--- config.mk ---
export PLATFORM = sky130hd
export DESIGN_NAME = m_trap_ctrl
export DESIGN_NICKNAME = d
export VERILOG_FILES = /design/src/rtl/m_trap_pkg.sv /design/src/rtl/m_trap_irq_sel.sv /design/src/rtl/m_trap_tval.sv /design/src/rtl/m_trap_ctrl.sv
export SDC_FILE = /design/constraint.sdc
export NUM_CORES = 1
export LEC_CHECK = 0
export BUFFER_PORTS_ARGS = -buffer_cell sky130_fd_sc_hd__buf_2
export CORE_MARGIN = 3
export CORE_UTILIZATION = 30
export DETAILED_ROUTE_END_ITERATION = 8
export GPL_TIMING_DRIVEN = 0
export PLACE_DENSITY_LB_ADDON = 0.1
export SYNTH_ARGS = -nofsm -noshare
export SYNTH_HDL_FRONTEND = slang
export SYNTH_SLANG_ARGS = --single-unit
export TNS_END_PERCENT = 5
--- constraint.sdc ---
create_clock -name clk_i -period 4.4 [get_ports clk_i]
set_clock_uncertainty 0.05 [all_clocks]
set_input_delay 0.88 -clock clk_i [delete_from_list [all_inputs] [get_ports clk_i]]
set_output_delay 0.88 -clock clk_i [all_outputs]
set_load 0.01 [all_outputs]
--- src/rtl/m_trap_pkg.sv ---
package m_trap_pkg;
  localparam logic [11:0] CSR_MSTATUS = 12'h300;
  localparam logic [11:0] CSR_MIE     = 12'h304;
  localparam logic [11:0] CSR_MTVEC   = 12'h305;
  localparam logic [11:0] CSR_MEPC    = 12'h341;
  localparam logic [11:0] CSR_MCAUSE  = 12'h342;
  localparam logic [11:0] CSR_MTVAL   = 12'h343;
  localparam logic [11:0] CSR_MIP     = 12'h344;

  localparam int BIT_SW  = 3;
  localparam int BIT_TIM = 7;
  localparam int BIT_EXT = 11;
  localparam int BIT_GIE = 3;
  localparam int BIT_SIE = 7;

  localparam int EXC_FETCH_MIS = 0;
  localparam int EXC_ILLEGAL   = 2;
  localparam int EXC_BREAK     = 3;
  localparam int EXC_LOAD_MIS  = 4;
  localparam int EXC_STORE_MIS = 6;
endpackage

--- src/rtl/m_trap_irq_sel.sv ---
module m_trap_irq_sel #(
  parameter int WIDTH = 32,
  localparam int IDX_W = $clog2(WIDTH)
) (
  input  logic             clk_i,
  input  logic             rst_ni,
  input  logic [WIDTH-1:0] pend_i,
  input  logic [WIDTH-1:0] en_i,
  input  logic             glob_en_i,
  output logic             valid_o,
  output logic [IDX_W-1:0] idx_o
);
  logic [WIDTH-1:0] act;
  logic [WIDTH-1:0] grant;

  assign act = glob_en_i ? (pend_i & en_i) : '0;

  // scan downward so the lowest set bit is the last to overwrite
  always_comb begin
    idx_o = '0;
    grant = '0;
    for (int i = WIDTH - 1; i >= 0; i--) begin
      if (act[i]) begin
        idx_o = IDX_W'(i);
        grant = '0;
        grant[i] = 1'b1;
      end
    end
  end

  assign valid_o = |act;


  grant_onehot_chk: assert property (@(posedge clk_i) disable iff (!rst_ni)
    $onehot0(grant) && (valid_o == (grant != '0)));

  sel_pending_chk: assert property (@(posedge clk_i) disable iff (!rst_ni)
    valid_o |-> (pend_i[idx_o] && en_i[idx_o] && glob_en_i));
endmodule

--- src/rtl/m_trap_tval.sv ---
module m_trap_tval #(
  parameter int XLEN    = 32,
  parameter int CAUSE_W = 4,
  parameter bit HAS_C   = 1'b1
) (
  input  logic [CAUSE_W-1:0] cause_i,
  input  logic [XLEN-1:0]    pc_i,
  input  logic [XLEN-1:0]    tval_i,
  input  logic [XLEN-1:0]    addr_i,
  output logic [XLEN-1:0]    tval_o
);
  import m_trap_pkg::*;

  logic is_short;
  assign is_short = HAS_C && (tval_i[1:0] != 2'b11);

  always_comb begin
    unique case (int'(cause_i))
      EXC_FETCH_MIS:               tval_o = tval_i;
      EXC_ILLEGAL:                 tval_o = is_short ? {{(XLEN-16){1'b0}}, tval_i[15:0]} : tval_i;
      EXC_BREAK:                   tval_o = pc_i;
      EXC_LOAD_MIS, EXC_STORE_MIS: tval_o = addr_i;
      default:                     tval_o = '0;
    endcase
  end
endmodule

--- src/rtl/m_trap_ctrl.sv ---
module m_trap_ctrl #(
  parameter int XLEN    = 32,
  parameter int NUM_IRQ = 16,
  parameter bit HAS_C   = 1'b1,
  localparam int CAUSE_W = $clog2(NUM_IRQ)
) (
  input  logic               clk_i,
  input  logic               rst_ni,
  input  logic [1:0]         priv_i,
  input  logic               trap_valid_i,
  input  logic               trap_irq_i,
  input  logic [CAUSE_W-1:0] trap_cause_i,
  input  logic [XLEN-1:0]    trap_pc_i,
  input  logic [XLEN-1:0]    trap_npc_i,
  input  logic [XLEN-1:0]    trap_tval_i,
  input  logic [XLEN-1:0]    trap_addr_i,
  input  logic               mret_i,
  input  logic               irq_sw_i,
  input  logic               irq_tim_i,
  input  logic               irq_ext_i,
  input  logic               csr_we_i,
  input  logic [11:0]        csr_addr_i,
  input  logic [XLEN-1:0]    csr_wdata_i,
  output logic [XLEN-1:0]    csr_rdata_o,
  output logic               redirect_o,
  output logic [XLEN-1:0]    redirect_pc_o,
  output logic               irq_req_o,
  output logic [CAUSE_W-1:0] irq_cause_o
);
  import m_trap_pkg::*;

  localparam int IDX_W = $clog2(XLEN);
  localparam logic [XLEN-1:0] PC_MASK = HAS_C ? ~XLEN'(1) : ~XLEN'(3);
  localparam logic [XLEN-1:0] CAUSE_MASK = {1'b1, {(XLEN-1-CAUSE_W){1'b0}}, {CAUSE_W{1'b1}}};
  localparam logic [XLEN-1:0] IE_MASK = XLEN'((1 << BIT_SW) | (1 << BIT_TIM) | (1 << BIT_EXT));

  logic              gie_q, sie_q;
  logic [XLEN-1:0]   mie_q, mtvec_q, mepc_q, mcause_q, mtval_q;
  logic [XLEN-1:0]   mip_vec, mstatus_rd, tval_sel, vec_off;
  logic              wr_ok, sel_valid;
  logic [IDX_W-1:0]  sel_idx;

  always_comb begin
    mip_vec = '0;
    mip_vec[BIT_SW]  = irq_sw_i;
    mip_vec[BIT_TIM] = irq_tim_i;
    mip_vec[BIT_EXT] = irq_ext_i;
  end

  always_comb begin
    mstatus_rd = '0;
    mstatus_rd[12:11] = 2'b11;
    mstatus_rd[BIT_GIE] = gie_q;
    mstatus_rd[BIT_SIE] = sie_q;
  end

  m_trap_tval #(.XLEN(XLEN), .CAUSE_W(CAUSE_W), .HAS_C(HAS_C)) i_tval (
    .cause_i (trap_cause_i),
    .pc_i    (trap_pc_i),
    .tval_i  (trap_tval_i),
    .addr_i  (trap_addr_i),
    .tval_o  (tval_sel)
  );

  m_trap_irq_sel #(.WIDTH(XLEN)) i_sel (
    .clk_i     (clk_i),
    .rst_ni    (rst_ni),
    .pend_i    (mip_vec),
    .en_i      (mie_q),
    .glob_en_i ((priv_i != 2'b11) || gie_q),
    .valid_o   (sel_valid),
    .idx_o     (sel_idx)
  );

  assign wr_ok = csr_we_i && !trap_valid_i;

  always_ff @(posedge clk_i or negedge rst_ni) begin
    if (!rst_ni) begin
      gie_q    <= 1'b0;
      sie_q    <= 1'b0;
      mie_q    <= '0;
      mtvec_q  <= '0;
      mepc_q   <= '0;
      mcause_q <= '0;
      mtval_q  <= '0;
    end else if (trap_valid_i) begin
      sie_q    <= gie_q;
      gie_q    <= 1'b0;
      mepc_q   <= (trap_irq_i ? trap_npc_i : trap_pc_i) & PC_MASK;
      mcause_q <= {trap_irq_i, {(XLEN-1-CAUSE_W){1'b0}}, trap_cause_i};
      if (!trap_irq_i) mtval_q <= tval_sel;
    end else begin
      if (mret_i) begin
        gie_q <= sie_q;
        sie_q <= 1'b1;
      end else if (wr_ok && csr_addr_i == CSR_MSTATUS) begin
        gie_q <= csr_wdata_i[BIT_GIE];
        sie_q <= csr_wdata_i[BIT_SIE];
      end
      if (wr_ok) begin
        unique case (csr_addr_i)
          CSR_MIE:    mie_q    <= csr_wdata_i & IE_MASK;
          CSR_MTVEC:  mtvec_q  <= csr_wdata_i;
          CSR_MEPC:   mepc_q   <= csr_wdata_i & PC_MASK;
          CSR_MCAUSE: mcause_q <= csr_wdata_i & CAUSE_MASK;
          CSR_MTVAL:  mtval_q  <= csr_wdata_i;
          default: ;
        endcase
      end
    end
  end

  always_ff @(posedge clk_i or negedge rst_ni) begin
    if (!rst_ni) begin
      irq_req_o   <= 1'b0;
      irq_cause_o <= '0;
    end else begin
      irq_req_o   <= sel_valid && !trap_valid_i;
      irq_cause_o <= CAUSE_W'(sel_idx);
    end
  end

  always_comb begin
    unique case (csr_addr_i)
      CSR_MSTATUS: csr_rdata_o = mstatus_rd;
      CSR_MIE:     csr_rdata_o = mie_q;
      CSR_MIP:     csr_rdata_o = mip_vec;
      CSR_MTVEC:   csr_rdata_o = mtvec_q;
      CSR_MEPC:    csr_rdata_o = mepc_q;
      CSR_MCAUSE:  csr_rdata_o = mcause_q & CAUSE_MASK;
      CSR_MTVAL:   csr_rdata_o = mtval_q;
      default:     csr_rdata_o = '0;
    endcase
  end

  assign vec_off = (mtvec_q[0] && trap_irq_i) ? (XLEN'(trap_cause_i) << 2) : '0;
  assign redirect_o = trap_valid_i || mret_i;
  assign redirect_pc_o = trap_valid_i ? ({mtvec_q[XLEN-1:2], 2'b00} + vec_off) : mepc_q;


  trap_push_chk: assert property (@(posedge clk_i) disable iff (!rst_ni)
    trap_valid_i |=> (!gie_q && sie_q == $past(gie_q)));

  mret_pop_chk: assert property (@(posedge clk_i) disable iff (!rst_ni)
    (mret_i && !trap_valid_i) |=> (sie_q && gie_q == $past(sie_q)));

  exc_epc_chk: assert property (@(posedge clk_i) disable iff (!rst_ni)
    (trap_valid_i && !trap_irq_i) |=> mepc_q == ($past(trap_pc_i) & PC_MASK));

  cause_flag_chk: assert property (@(posedge clk_i) disable iff (!rst_ni)
    trap_valid_i |=> mcause_q[XLEN-1] == $past(trap_irq_i));

  trap_align_chk: assert property (@(posedge clk_i) disable iff (!rst_ni)
    trap_valid_i |-> (redirect_o && redirect_pc_o[1:0] == 2'b00));

  irq_drop_chk: assert property (@(posedge clk_i) disable iff (!rst_ni)
    trap_valid_i |=> !irq_req_o);

  always_comb begin
    mpp_fixed_chk: assert (!rst_ni || mstatus_rd[12:11] == 2'b11);
  end
endmodule

**Word-level counts from Yosys, hierarchy flattened**

Cells that the tools add are included.

- $add $sub $neg: 1
- Bitwise gates (word level): 2
- Multiplexer cells: 55
- Reductions and logical operators: 20
- Eq/ne operators: 14

Operators with widths:

| cell | number |
|---|---|
| 32-bit 2-to-1 mux | 14 |
| 32-bit one-hot mux with 7 select lines | 1 |
| 4-bit 2-to-1 mux | 32 |
| 32-bit one-hot mux with 4 select lines | 1 |
| 12-bit by 10-bit == test with 1-bit output (second input constant) | 7 |
| 32-bit by 6-bit adder with 32-bit output | 1 |
| 32-bit OR reduction | 1 |
| 12-bit bitwise AND | 1 |
| 3-bit AND reduction | 3 |
| 4-bit by 2-bit == test with 1-bit output (second input constant) | 2 |
| 4-bit by 3-bit == test with 1-bit output (second input constant) | 2 |
| 2-bit nonzero test | 4 |
| 1-bit 2-to-1 mux | 6 |
| 6-bit 2-to-1 mux | 1 |
| 2-bit != test (second input constant) | 3 |
| 1-bit logical AND | 4 |
| 4-bit logical NOT | 1 |
| 2-bit AND reduction | 2 |
| 3-bit nonzero test | 1 |
| 1-bit logical OR | 2 |
| 2-bit OR reduction | 1 |
| 1-bit logical NOT | 1 |
| 1-bit NOT | 1 |

- Flip-flop bits (word level): 138
- Output and inout port bits: 70
- Word-level logic and storage cells: 101
- Input bits: 187

**Depth between registers and ports, before layout**

Gate-level depths: netlist of run 1.

- Depth after elaboration: 35
- Mapped depth: 10
- Gate-level depth less buffers: 7

**Modules after synthesis**

A second synthesis of run 1 with hierarchy kept.

- Cell total of the unflattened synthesis: 886
- Area total of the unflattened synthesis: 7,851.3 sq um

Modules (own cells, without submodules):

| module | instances | area each (sq um) | cells each | seq. area each (sq um) |
|---|---|---|---|---|
| m_trap_ctrl | 1 | 6,657.6 | 710 | 2,752.6 |
| m_trap_irq_sel | 1 | 598.1 | 98 | 0.0 |
| m_trap_tval | 1 | 595.6 | 78 | 0.0 |

**Worst setup path before layout of run 1**

Ideal clock, no wire load.

- Path kind: in2out
- Start: input port trap_irq_i
- End: output port redirect_pc_o[18]
- Path buffers: 3
- Cell stages on the path: 10
- Arrival time: 3.690 ns
- Data required time: 3.470 ns
- Slack: -0.220 ns
- Path through: clkbuf_1 -> buf_1 -> and3_1 -> ha_1 -> fa_1 -> a211oi_1 -> or2_2 -> buf_2 -> or4b_2 -> a31oi_1

- Longest elaborated chain between the ends: 4

Ends and longest elaborated chain:

| element | RTL line | source |
|---|---|---|
| start, declared | m_trap_ctrl.sv:11 | `input logic trap_irq_i,` |
| 1-bit logical AND | m_trap_ctrl.sv:136 | `assign vec_off = (mtvec_q[0] && trap_irq_i) ? (XLEN'(trap_cause_i) << 2) : '0;` |
| 6-bit 2-to-1 mux | m_trap_ctrl.sv:136 |  |
| 32-bit by 6-bit adder with 32-bit output | m_trap_ctrl.sv:138 | `assign redirect_pc_o = trap_valid_i ? ({mtvec_q[XLEN-1:2], 2'b00} + vec_off) : mepc_q;` |
| 32-bit 2-to-1 mux | m_trap_ctrl.sv:138 |  |
| end, declared | m_trap_ctrl.sv:26 | `output logic [XLEN-1:0] redirect_pc_o,` |

Every way passes these cells.

**Worst setup path in the final report of run 1**

- Start: input port trap_cause_i[3]
- End: output port redirect_pc_o[27]

- Longest elaborated chain between the ends: 3

Ends and longest elaborated chain:

| element | RTL line | source |
|---|---|---|
| start, declared | m_trap_ctrl.sv:12 | `input logic [CAUSE_W-1:0] trap_cause_i,` |
| 6-bit 2-to-1 mux | m_trap_ctrl.sv:136 |  |
| 32-bit by 6-bit adder with 32-bit output | m_trap_ctrl.sv:138 |  |
| 32-bit 2-to-1 mux | m_trap_ctrl.sv:138 |  |

Every way passes these cells.

==> results of run 1 <==
-- Yosys cell counts, types with 4 or more instances --
| cell type | n |
|---|---|
| clkbuf_1 | 52 |
| mux2i_1 | 37 |
| a22o_1 | 17 |
| o31ai_1 | 11 |
| ha_1 | 4 |
| or4_1 | 14 |
| nand3_1 | 20 |
| a21oi_1 | 56 |
| nor2b_1 | 4 |
| buf_1 | 10 |
| nand2_1 | 43 |
| o21ai_0 | 39 |
| nor3_1 | 37 |
| mux2_2 | 57 |
| buf_4 | 9 |
| or3_1 | 8 |
| xnor2_1 | 6 |
| nand4_1 | 11 |
| a31oi_1 | 34 |
| nor3b_1 | 20 |
| nor2_1 | 41 |
| dfrtp_1 | 109 |
| inv_1 | 35 |
| nand3b_1 | 16 |
| and3_1 | 8 |
| buf_2 | 11 |
| nand4b_1 | 18 |
| a222oi_1 | 37 |
| mux2_1 | 17 |
-- worst max-delay path: cells and delay by family --
family                     cells  cell delay, ns
AOI/OAI and AO/OA              4            0.86
adders and majority gates      1            0.25
buffers and inverters          5            1.17
and+or+nand+nor                1            0.28
-- timing repair --
action,CTS,global route
setup buffers,1,0
setup endpoints to repair,27,33
gates resized for setup,40,10
pin swaps,1,4
-- through the flow --
stage / std cells / total power, mW
after floorplan: 851 / 1.422
after global placement: 1432 / 1.698
after detailed placement: 1434 / 1.705
after CTS: 1447 / 2.638
after global routing: 1447 / 2.741
final: 1447 / 2.640
-- state kept, by name, indices dropped and copies added (netlist names) --
name and flops:
gie_q 1, irq_cause_o 3, irq_req_o 1, mcause_q 5
mepc_q 31, mie_q 3, mtval_q 32, mtvec_q 32
sie_q 1
-- worst max-delay path by stage --
| stage | from | to | depth (start not counted) |
|---|---|---|---|
| finish | trap_cause_i[3] | redirect_pc_o[27] | 11 |
| global route | csr_addr_i[10] | csr_rdata_o[5] | 8 |
| CTS | trap_cause_i[0] | redirect_pc_o[18] | 11 |
| detailed placement | trap_cause_i[1] | redirect_pc_o[21] | 12 |
| global placement | trap_cause_i[1] | redirect_pc_o[31] | 12 |
| floorplan | trap_cause_i[0] | redirect_pc_o[18] | 10 |
-- power by group --
part	switching, mW	internal [mW]
Combinational	0.315	0.236
Sequential	0.0654	1.09
Clock	0.433	0.504
-- layout by cell type, fill, tap and decap left out, drive strengths merged, types with 7 or more instances in the layout --
cell    synthesis  final
or4            14     14
nor3           37     37
nand3          20     20
clkbuf         54     58
or3             8      8
buf            30    285
mux2i          37     37
a22o           17     17
inv            35     37
a222oi         37     37
nand4          12     12
mux2           74     74
a21oi          56     56
dfrtp         109    109
o31ai          11     11
o21ai          39     39
and3            8      8
nor3b          20     20
nand2          43     43
nand4b         18     18
nor4            7      7
nor2           41     41
a31oi          34     34
nand3b         16     16
-- per-layer routing --
metal	routed length, µm	share of wire [%]	GRT usage (%)	vias up
met2	16930	46	41.09	349
li1	-	-	-	3800
met4	1006	2.7	8.393	6
met5	32	0.087	0	-
met3	2234	6.1	3.727	60
met1	16560	45	35.49	4183
-- cells by family after synthesis --
logic type | Yosys count | share of synthesized area, %
buffers and inverters | 119 | 6.405
AOI/OAI and AO/OA | 230 | 20.54
DFF | 109 | 35.17
other | 1 | 0.04836
muxes | 111 | 15.52
and+or+nand+nor | 269 | 20.62
adders and majority gates | 5 | 0.9036
xor gates and xnor gates | 7 | 0.7906
-- layout make-up --
class | count | area share [%]
multi-input cells | 623 | 46.22
flip-flops and latches | 109 | 27.35
repair buffers | 254 | 13.20
plain buffers | 80 | 4.554
well taps | 330 | 4.140
clock buffers | 9 | 2.258
inverters | 35 | 1.317
clock inverters | 7 | 0.9660
==> metrics.md, run 1 <==
| Metric | Value |
|---|---|
| Post-Route Utilization | about 39% |
| Final-report hold violation count | 0 |
| Post-synth net total | 1043 |
| Htree depth | 3 |
| Final setup fails | 0 |
| Worst Hold Class | input pin to asynchronous set/reset pin |
| Reg area | 2728 µm² |
| Vias per inst | 5.804 |
| Synthesis-stage register bit count | 109 |
| Core ar. | between 20000 and 30000 µm² |
| CP arrival | 3.45 ns |
| Die width | roughly 170 µm |
| P per Cell Area | 264.7 nW/µm² |
| DP HPWL | 27590 µm |
| Fmax | 228.3 MHz |
| Per-cell routed wire length | 25.40 µm |
| Sequential element share of the synthesized area | 35.17% |
| Clock Sinks | 109 |
| Rows | 58 |
| DR iter-0 viols | 867 |
| Area occupied by multi-input gates | roughly 4600 µm² |
| Clock tree buffer depth | 2 |
| Hold_ws | around 0.35 ns |
| RSZ-0062 raised after global routing | yes |
| Worst setup EP type | output pin |
| Antenna diodes | 0 |
| Slowest stage delay, CP | 0.34 ns |
| Mapped Area | 7755 µm² |
| Reg2Reg Depth | 2 |
| Slew headroom | under 10% |
| Critical path class | input pin to output pin |
| Slowest cell on the critical path | a31oi_1 |
| Skew-Pair Late Insertion Delay | around 0.37 ns |
| Global Route Usage Sum | 25.55% |
| Detail Route Antenna Nets | 0 |
| Fill count | 2699 |
| Synth top area cells | dfrtp_1 (35%), mux2_2 (8.3%), a222oi_1 (4.8%), mux2i_1 (4.8%), a21oi_1 (3.6%) |
| Dpl ws | -1.420 ns |
| Ys Warns | 0 |
| Cell taking the most area after synthesis | dfrtp_1 |
| Worst setup SP type | input pin |
| Average size of a mapped cell | 9.113 µm² |
| PortBufs | 251 |
| Top-area cell type share of the netlist area | a little over a third |
| Worst setup margin | around 0.02 ns |
| Post-synth top flop | dfrtp_1 |
| CTS Buf Count | 9 |
| Total global routing overflow | 0 |
| Distinct cells, synth | 67 |
| Initial antenna violation count | 3 |
| Max Cap Violations | 0 |
| Status | finished, final reports clean |
| Mapped Cells | 851 |
| Vias | 8398 |
| Finished Cell Area | 9973 µm² |
| Reg-to-Reg End | mtvec_q[22]$_DFFE_PN0P_ |
| Final wirelength | 36760 µm |
| Period minus WS final | ~4.4 ns |
| Flop2flop setup slack | 3.37 ns |
| Crit Reg-Reg Startpoint | mtvec_q[22]$_DFFE_PN0P_ |
| Worst-Margin Slew | about 1.4 ns |
| Die area | 27820 µm² |
| IO Pins | 257 |
| Placed Area | 9468 µm² |
| Synthesis-to-layout area growth | 28.61% |
| Final Max Tran Viols | 0 |
| Routability cong. | 0.8758 |
| TritonCTS clock tree | yes |
| Worst VDD drop | 218.6 µV |
| Top fanout value on the critical path | 12 |
| First-pass GRT wire length | 53840 µm |
| Post-route DRC | 0 |
| # nets final | 1304 |
| CTS Hold Bufs | 0 |
| Leak | 4.533 nW |
| Total negative slack | 0 ns |
| CP required | about 3.5 ns |
| Fin crit share | 99.55% |
| Share of post-route cells with drive strength above 1 | about a third |
| Chip height | 166.8 µm |
| Clock slew at reported path FFs | approximately 0.080 ns |
| Vias in the first global route | 8418 |
| Initial Util | 30.62% |
| CP Cell Sequence | buf_2 > clkbuf_8 > and3_1 > ha_4 > a21oi_1 > o22a_2 > buf_4 > buf_4 > o31ai_1 > a31oi_1 > buf_2 |
| EDFF count, synth | 0 |
| Asr flop ratio synth | 100.0% |
| DRT Pass-1 Iters | 6 |
| CTS Root Cell | clkbuf_16 |
| Largest net degree at the start of global routing | 74 |
Note: power is estimated with default switching activity, not from simulation.
==> run 2: changes to the inputs <==
CORE_UTILIZATION = 47   (was 30)
SETUP_SLACK_MARGIN = 0.02   (was default)
==> run 2 against run 1 <==
Net effect: power decreased by 2.6%; non-clock buffer count increased by 3; critical path depth stayed put; sequential cell count unchanged; register-to-register slack is essentially flat; die area fell by 35%; via count is 3.5% higher; routed wire length fell by 12%; global-route usage grew 9.2 points; clock-buffer cell count up 1; worst setup slack got worse by 0.013 ns; largest power group unchanged; highest routed layer unchanged.
==> metrics.md, run 2 (synthesized netlist as in run 1, its figures left out) <==
| Metric | Value |
|---|---|
| P per Cell Area | 261.3 nW/µm² |
| Initial Util | 48.47% |
| CP required | about 3.5 ns |
| CP arrival | 3.46 ns |
| Worst VDD drop | 190.9 µV |
| Core ar. | 16000 µm² |
| Period minus WS final | 4.394 ns |
| Clock slew at reported path FFs | about 0.07 ns |
| Placed Area | 9319 µm² |
| Htree depth | 3 |
| CP Cell Sequence | clkbuf_8 > buf_12 > and3_4 > ha_4 > fa_2 > a211oi_4 > or2_4 > buf_4 > or4b_2 > a31oi_4 > buf_2 |
| Worst-Margin Slew | 1.305 ns |
| Finished Cell Area | 9847 µm² |
| Final wirelength | 32190 µm |
| Initial antenna violation count | 1 |
| # nets final | 1307 |
| Clock power share | 34.4% |
| IO Pins | 257 |
| Leak | 4.537 nW |
| Global Route Usage Sum | 34.71% |
| Synthesis-to-layout area growth | 26.98% |
| Die width | 134.5 µm |
| Chip height | 134.5 µm |
| Clock tree buffer depth | 2 |
| TritonCTS clock tree | yes |
| Vias in the first global route | about 8.4k |
| Clock Sinks | around 110 |
| Top fanout value on the critical path | 10 |
| Vias | between 8k and 9k |
| DR iter-0 viols | 1212 |
| Total global routing overflow | 0 |
| DRT Pass-1 Iters | 6 |
| PortBufs | 251 |
| Fill count | 1496 |
| Vias per inst | roughly 6.5 |
| Leading cell type in the layout, fill and taps excluded | buf_2 |
| Critical path class | input pin to output pin |
| Slowest cell on the critical path | or4b_2 |
| Max Cap Violations | 0 |
| Share of power burned in registers | 44.7% |
| Hold_ws | 0.3515 ns |
| P_sw | 0.7430 mW |
| Skew-Pair Late Insertion Delay | 0.36 ns |
| Pint | 1.829 mW |
| CTS Root Cell | clkbuf_16 |
| Worst setup SP type | input pin |
| Commonest cells after routing, fill and taps aside | buf_2 (258), dfrtp_1 (109), mux2_2 (57) |
| Comb pwr share | a little over a fifth |
| Routability cong. | 0.9546 |
| Detail Route Antenna Nets | 0 |
| Sw Ratio | 28.88% |
| First-pass GRT wire length | ~48000 µm |
| Per-cell routed wire length | 24.13 µm |
| RSZ-0062 raised after global routing | yes |
| Worst setup EP type | output pin |
| Worst Hold Class | input pin to asynchronous set/reset pin |
| Fin crit share | 99.85% |
| DP HPWL | around 24000 µm |
| Final Max Tran Viols | 0 |
| Post-route DRC | 0 |
| Rows | 46 |
| Share of post-route cells with drive strength above 1 | 34.53% |
| Fmax | 227.6 MHz |
| Final-report hold violation count | 0 |
| Slew headroom | 12.79% |
| Status | finished, final reports clean |
| Antenna diodes | 0 |
| Top flop regs | mtval_q x32, mtvec_q x32, mepc_q x31 |
| Post-Route Utilization | between 60% and 70% |
| Largest net degree at the start of global routing | between 70 and 80 |
| Final setup fails | 0 |
| Die area | 18080 µm² |
| CTS Buf Count | 9 |
| Slowest stage delay, CP | 0.66 ns |
[run 2: cell types whose count changed in the layout (fill, tap and decap cells not counted), moves of 2 or more]
cell	change
a31oi_1	-3
a31oi_2	+3
buf_4	+5
buf_6	-2
clkbuf_16	-2
inv_6	-2
[run 2: metrics by stage]
stage	setup slack (ns)	power, mW	std cells	TNS (ns)
floorplan	0.08637	1.422	851	0
CTS	0.005348	2.559	1329	0
global placement	-1.132	1.672	1318	-16.44
finish	0.006463	2.573	1334	0
detailed placement	-1.234	1.682	1319	-17.67
global route	-0.02353	2.666	1334	-0.03378
[run 2: per-layer routing]
layer  vias to the layer above  part of all wire (%)  GRT usage [%]
met5                         -                 0.040              0
met4                         2                   3.4          14.31
met3                        87                    12          7.452
met2                       639                    46          56.31
met1                      4162                    39          45.34
li1                       3806                     -              -
[run 2: cell type report]
| cell class | count | area, µm² | area share [%] |
|---|---|---|---|
| Buffer | 80 | 415.4 | 4.219 |
| Clock buffer | 10 | 239.0 | 2.427 |
| Clock inverter | 4 | 73.82 | 0.7497 |
| Inverter | 35 | 131.4 | 1.334 |
| Multi-Input combinational cell | 623 | 4657 | 47.29 |
| Sequential cell | 109 | 2728 | 27.70 |
| Tap cell | 216 | 270.3 | 2.745 |
| Timing Repair Buffer | 257 | 1333 | 13.53 |
[run 2: critical path: cells and delay by family]
| kind | cells | cell delay, ns |
|---|---|---|
| AOI/OAI and AO/OA | 2 | 0.31 |
| and+or+nand+nor | 3 | 1.15 |
| adders and majority gates | 2 | 0.42 |
| buffers and inverters | 4 | 0.70 |
[run 2: power by group through the flow]
| stage | Clock (mW) | Sequential, mW | Combinational [mW] |
|---|---|---|---|
| final | 0.885 | 1.15 | 0.537 |
| after detailed placement | 0 | 1.17 | 0.517 |
| after global placement | 0 | 1.16 | 0.508 |
| after CTS | 0.887 | 1.15 | 0.525 |
| after floorplan | 0 | 1.15 | 0.277 |
| after global routing | 0.926 | 1.16 | 0.579 |
[run 2: path summary, 6_finish.rpt]
check,startpoint,to,slack [ns],cells after the start
min in group clk_i,mepc_q[1]$_DFFE_PN0P_,mepc_q[1]$_DFFE_PN0P_,0.45,1
worst min register to register,mepc_q[1]$_DFFE_PN0P_,mepc_q[1]$_DFFE_PN0P_,0.45,1
worst max-delay path,trap_irq_i,redirect_pc_o[18],0.006,11
max in group asynchronous,rst_ni,mepc_q[3]$_DFFE_PN0P_,3.21,2
worst max register to register,gie_q$_DFFE_PN0P_,irq_cause_o[3]$_DFF_PN0_,3.37,4
worst min-delay path,rst_ni,irq_cause_o[2]$_DFF_PN0_,0.35,1
[run 2: repair_timing]
action,4_1_cts,5_1_grt
setup endpoints to repair,28,36
cloned,0,0
setup buffers,0,5
endpoints found under the hold margin,0,0
pin swaps,2,3
gates resized for setup,35,13
hold buffers,0,0
==> run 3: changes to the inputs <==
ABC_AREA = 1   (was default)
clock period = 3.7 ns   (was 4.4 ns; I/O delays follow)
==> run 3 against run 2 <==
Net effect: utilization is 0.79 points lower; power is 16% higher; final cell count is 32% higher; clock power is 22% higher; critical path type unchanged.
==> metrics.md, run 3 <==
| Metric | Value |
|---|---|
| Htree depth | 3 |
| Vias in the first global route | 8520 |
| Die width | 135.5 µm |
| Leak | 5.554 nW |
| Core ar. | 16170 µm² |
| Final Max Tran Viols | 0 |
| Average size of a mapped cell | 6.167 µm² |
| Cell taking the most area after synthesis | dfrtp_1 |
| GR Util met3 | under 10% |
| Asr flop ratio synth | 100.0% |
| EDFF count, synth | 0 |
| Top fanout value on the critical path | 10 |
| Post-route DRC | 0 |
| Die area | 18360 µm² |
| First-pass GRT wire length | a little under 50000 µm |
| Worst setup EP type | output pin |
| Ys Warns | 0 |
| Final Non-Filler Cells | 1766 |
| Final wirelength | 32840 µm |
| XOR/XNOR Fraction of Synth Area | 0.7779% |
| Vias | ~9.5k |
| Clock Sinks | around 110 |
| Mux contribution to synthesized area | 0% |
| Final-report hold violation count | 0 |
| RSZ-0062 raised after global routing | no |
| Initial Util | 48.73% |
| Fmax | 282.1 MHz |
| Clock tree buffer depth | 2 |
| P per Cell Area | just over 300 nW/µm² |
| Largest family of logic cells by synthesized area | simple AND/OR/NAND/NOR gates |
| Share of post-route cells with drive strength above 1 | a little over a fifth |
| Synth top area cells | dfrtp_1 (35%), nand2_1 (28%), nand3_1 (8.0%), inv_1 (5.7%), o21ai_0 (4.3%) |
| # placed instances | 1749 |
| TritonCTS clock tree | yes |
| Commonest cells post-synth | nand2_1 (585), nand3_1 (126), inv_1 (119) |
| Routability cong. | 0.9908 |
| Worst Hold Class | input pin to asynchronous set/reset pin |
| Total Power | ~3 mW |
| Top-area cell type share of the netlist area | about a third |
| Global Route Usage Sum | 35.17% |
| Crit Reg-Reg Startpoint | gie_q$_DFFE_PN0P_ |
| Slew headroom | between 40 and 50% |
| Mapped Area | 7881 µm² |
| Chip height | around 140 µm |
| Count leader, synth | nand2_1 |
| Detail Route Antenna Nets | 0 |
| Hold_ws | approximately 0.33 ns |
| Leading cell type in the layout, fill and taps excluded | nand2_1 |
| Critical path class | input pin to output pin |
| Rows | 46 |
| Placed Area | about 9500 µm² |
| Vias per inst | 5.402 |
| PortBufs | 254 |
| Worst setup margin | 0.1555 ns |
| Crit path from | trap_irq_i |
| Flop2flop setup slack | 2.66 ns |
| Top flop regs | mtval_q x32, mtvec_q x32, mepc_q x31 |
| Status | finished, final reports clean |
| CTS Buf Count | 9 |
| Simple-gate share of the synthesized area | a little over two fifths |
| Synthesis-stage register bit count | 109 |
| Finished Cell Area | 9826 µm² |
| Met2 track demand over resource | between 50% and 60% |
| Skew-Pair Late Insertion Delay | around 0.36 ns |
| Total negative slack | 0 ns |
| Per-cell routed wire length | 18.60 µm |
| Total global routing overflow | 0 |
| Worst setup SP type | input pin |
| Post-synthesis compound-gate area fraction | 11.75% |
| CP required | 2.91 ns |
| Clock slew at reported path FFs | 0.08 ns |
| Post-synth net total | 1470 |
| Reg2Reg Depth | 4 |
| Distinct cells, synth | 38 |
| # nets final | 1737 |
| Post-Route Utilization | 60.75% |
| Period minus WS final | 3.545 ns |
| CTS Root Cell | clkbuf_16 |
| Adder-cell area share of the yosys netlist | less than 1% |
| Max Cap Violations | 0 |
| Largest net degree at the start of global routing | 69 |
| Mapped Cells | between 1k and 1.5k |
| DR iter-0 viols | approximately 1.1k |
| Worst VDD drop | 287.0 µV |
| Sequential element share of the synthesized area | 34.61% |
| Final setup fails | 0 |
| Worst-Margin Slew | approximately 0.83 ns |
| Commonest cells after routing, fill and taps aside | nand2_1 (582), buf_2 (273), nand3_1 (126) |
| Dpl ws | -0.3567 ns |
| IO Pins | 257 |
| Met1 usage | 53.72% |
| CP arrival | 2.75 ns |
| CTS Hold Bufs | 0 |
| Antenna diodes | 0 |
| Post-synth top flop | dfrtp_1 |
| DP HPWL | roughly 27000 µm |
| DRT Pass-1 Iters | 5 |
| Grt peak-use layer | met1 |
| Synthesis-to-layout area growth | 24.67% |
| Fin crit share | between 90% and 100% |
| Initial antenna violation count | 0 |
-- run 3: critical path: stages --
cell and delay (ns):
buf_2 0.10, buf_4 0.17, nand2_2 0.14, nor2_1 0.08, ha_1 0.39, nand2_1 0.10
nand3_1 0.12, nand2_2 0.11, nor2_4 0.22, buf_4 0.16, nand3_1 0.06, nand2_1 0.06
nand3_1 0.06, nand2_1 0.10, buf_2 0.14
-- run 3: cells by family after synthesis --
logic type / Yosys count
adder cells (fa/ha/maj): 5
AO/OA/AOI/OAI: 152
buffers and inverters: 186
XOR/XNOR: 7
AND/OR/NAND/NOR: 818
flip-flops: 109
other: 1
-- run 3: per-layer routing --
layer  wire [µm]  share of wire [%]  up-vias
li1            -                  -     4605
met1       14520                 44     4308
met3        3675                 11       39
met4         634                1.9        0
met5           0                  0        -
met2       14010                 43      588
-- run 3: worst paths after layout --
path                                            endpoint
worst min-delay path            irq_cause_o[2]$_DFF_PN0_
worst max-delay path                   redirect_pc_o[22]
max in group asynchronous        mtval_q[20]$_DFFE_PN0P_
min in group clk_i                mtvec_q[1]$_DFFE_PN0P_
worst max register to register       irq_req_o$_DFF_PN0_
worst min register to register    mtvec_q[1]$_DFFE_PN0P_
-- run 3: repair_timing --
action | CTS | global route
pin swaps | 1 | 1
endpoints found under the hold margin | 0 | 0
gates resized for setup | 9 | 6
setup endpoints to repair | 7 | 14
setup buffers | 0 | 1
-- run 3: layout make-up --
type | instances | area (µm²)
Fill cell | 1678 | 6347
Multi-Input combinational cell | 983 | 4444
Sequential cell | 109 | 2728
Timing Repair Buffer | 256 | 1309
Inverter | 123 | 461.7
Buffer | 63 | 299.0
Tap cell | 216 | 270.3
Clock buffer | 12 | 236.5
Clock inverter | 4 | 77.57
-- run 3: power breakdown --
part | internal, mW | leakage, nW | total [mW] | switching (mW)
sequential | 1.28 | 1.36 | 1.35 | 0.0737
clock | 0.601 | 0.152 | 1.08 | 0.474
combinational | 0.209 | 4.05 | 0.567 | 0.358
total | 2.09 | 5.55 | 3.00 | 0.906
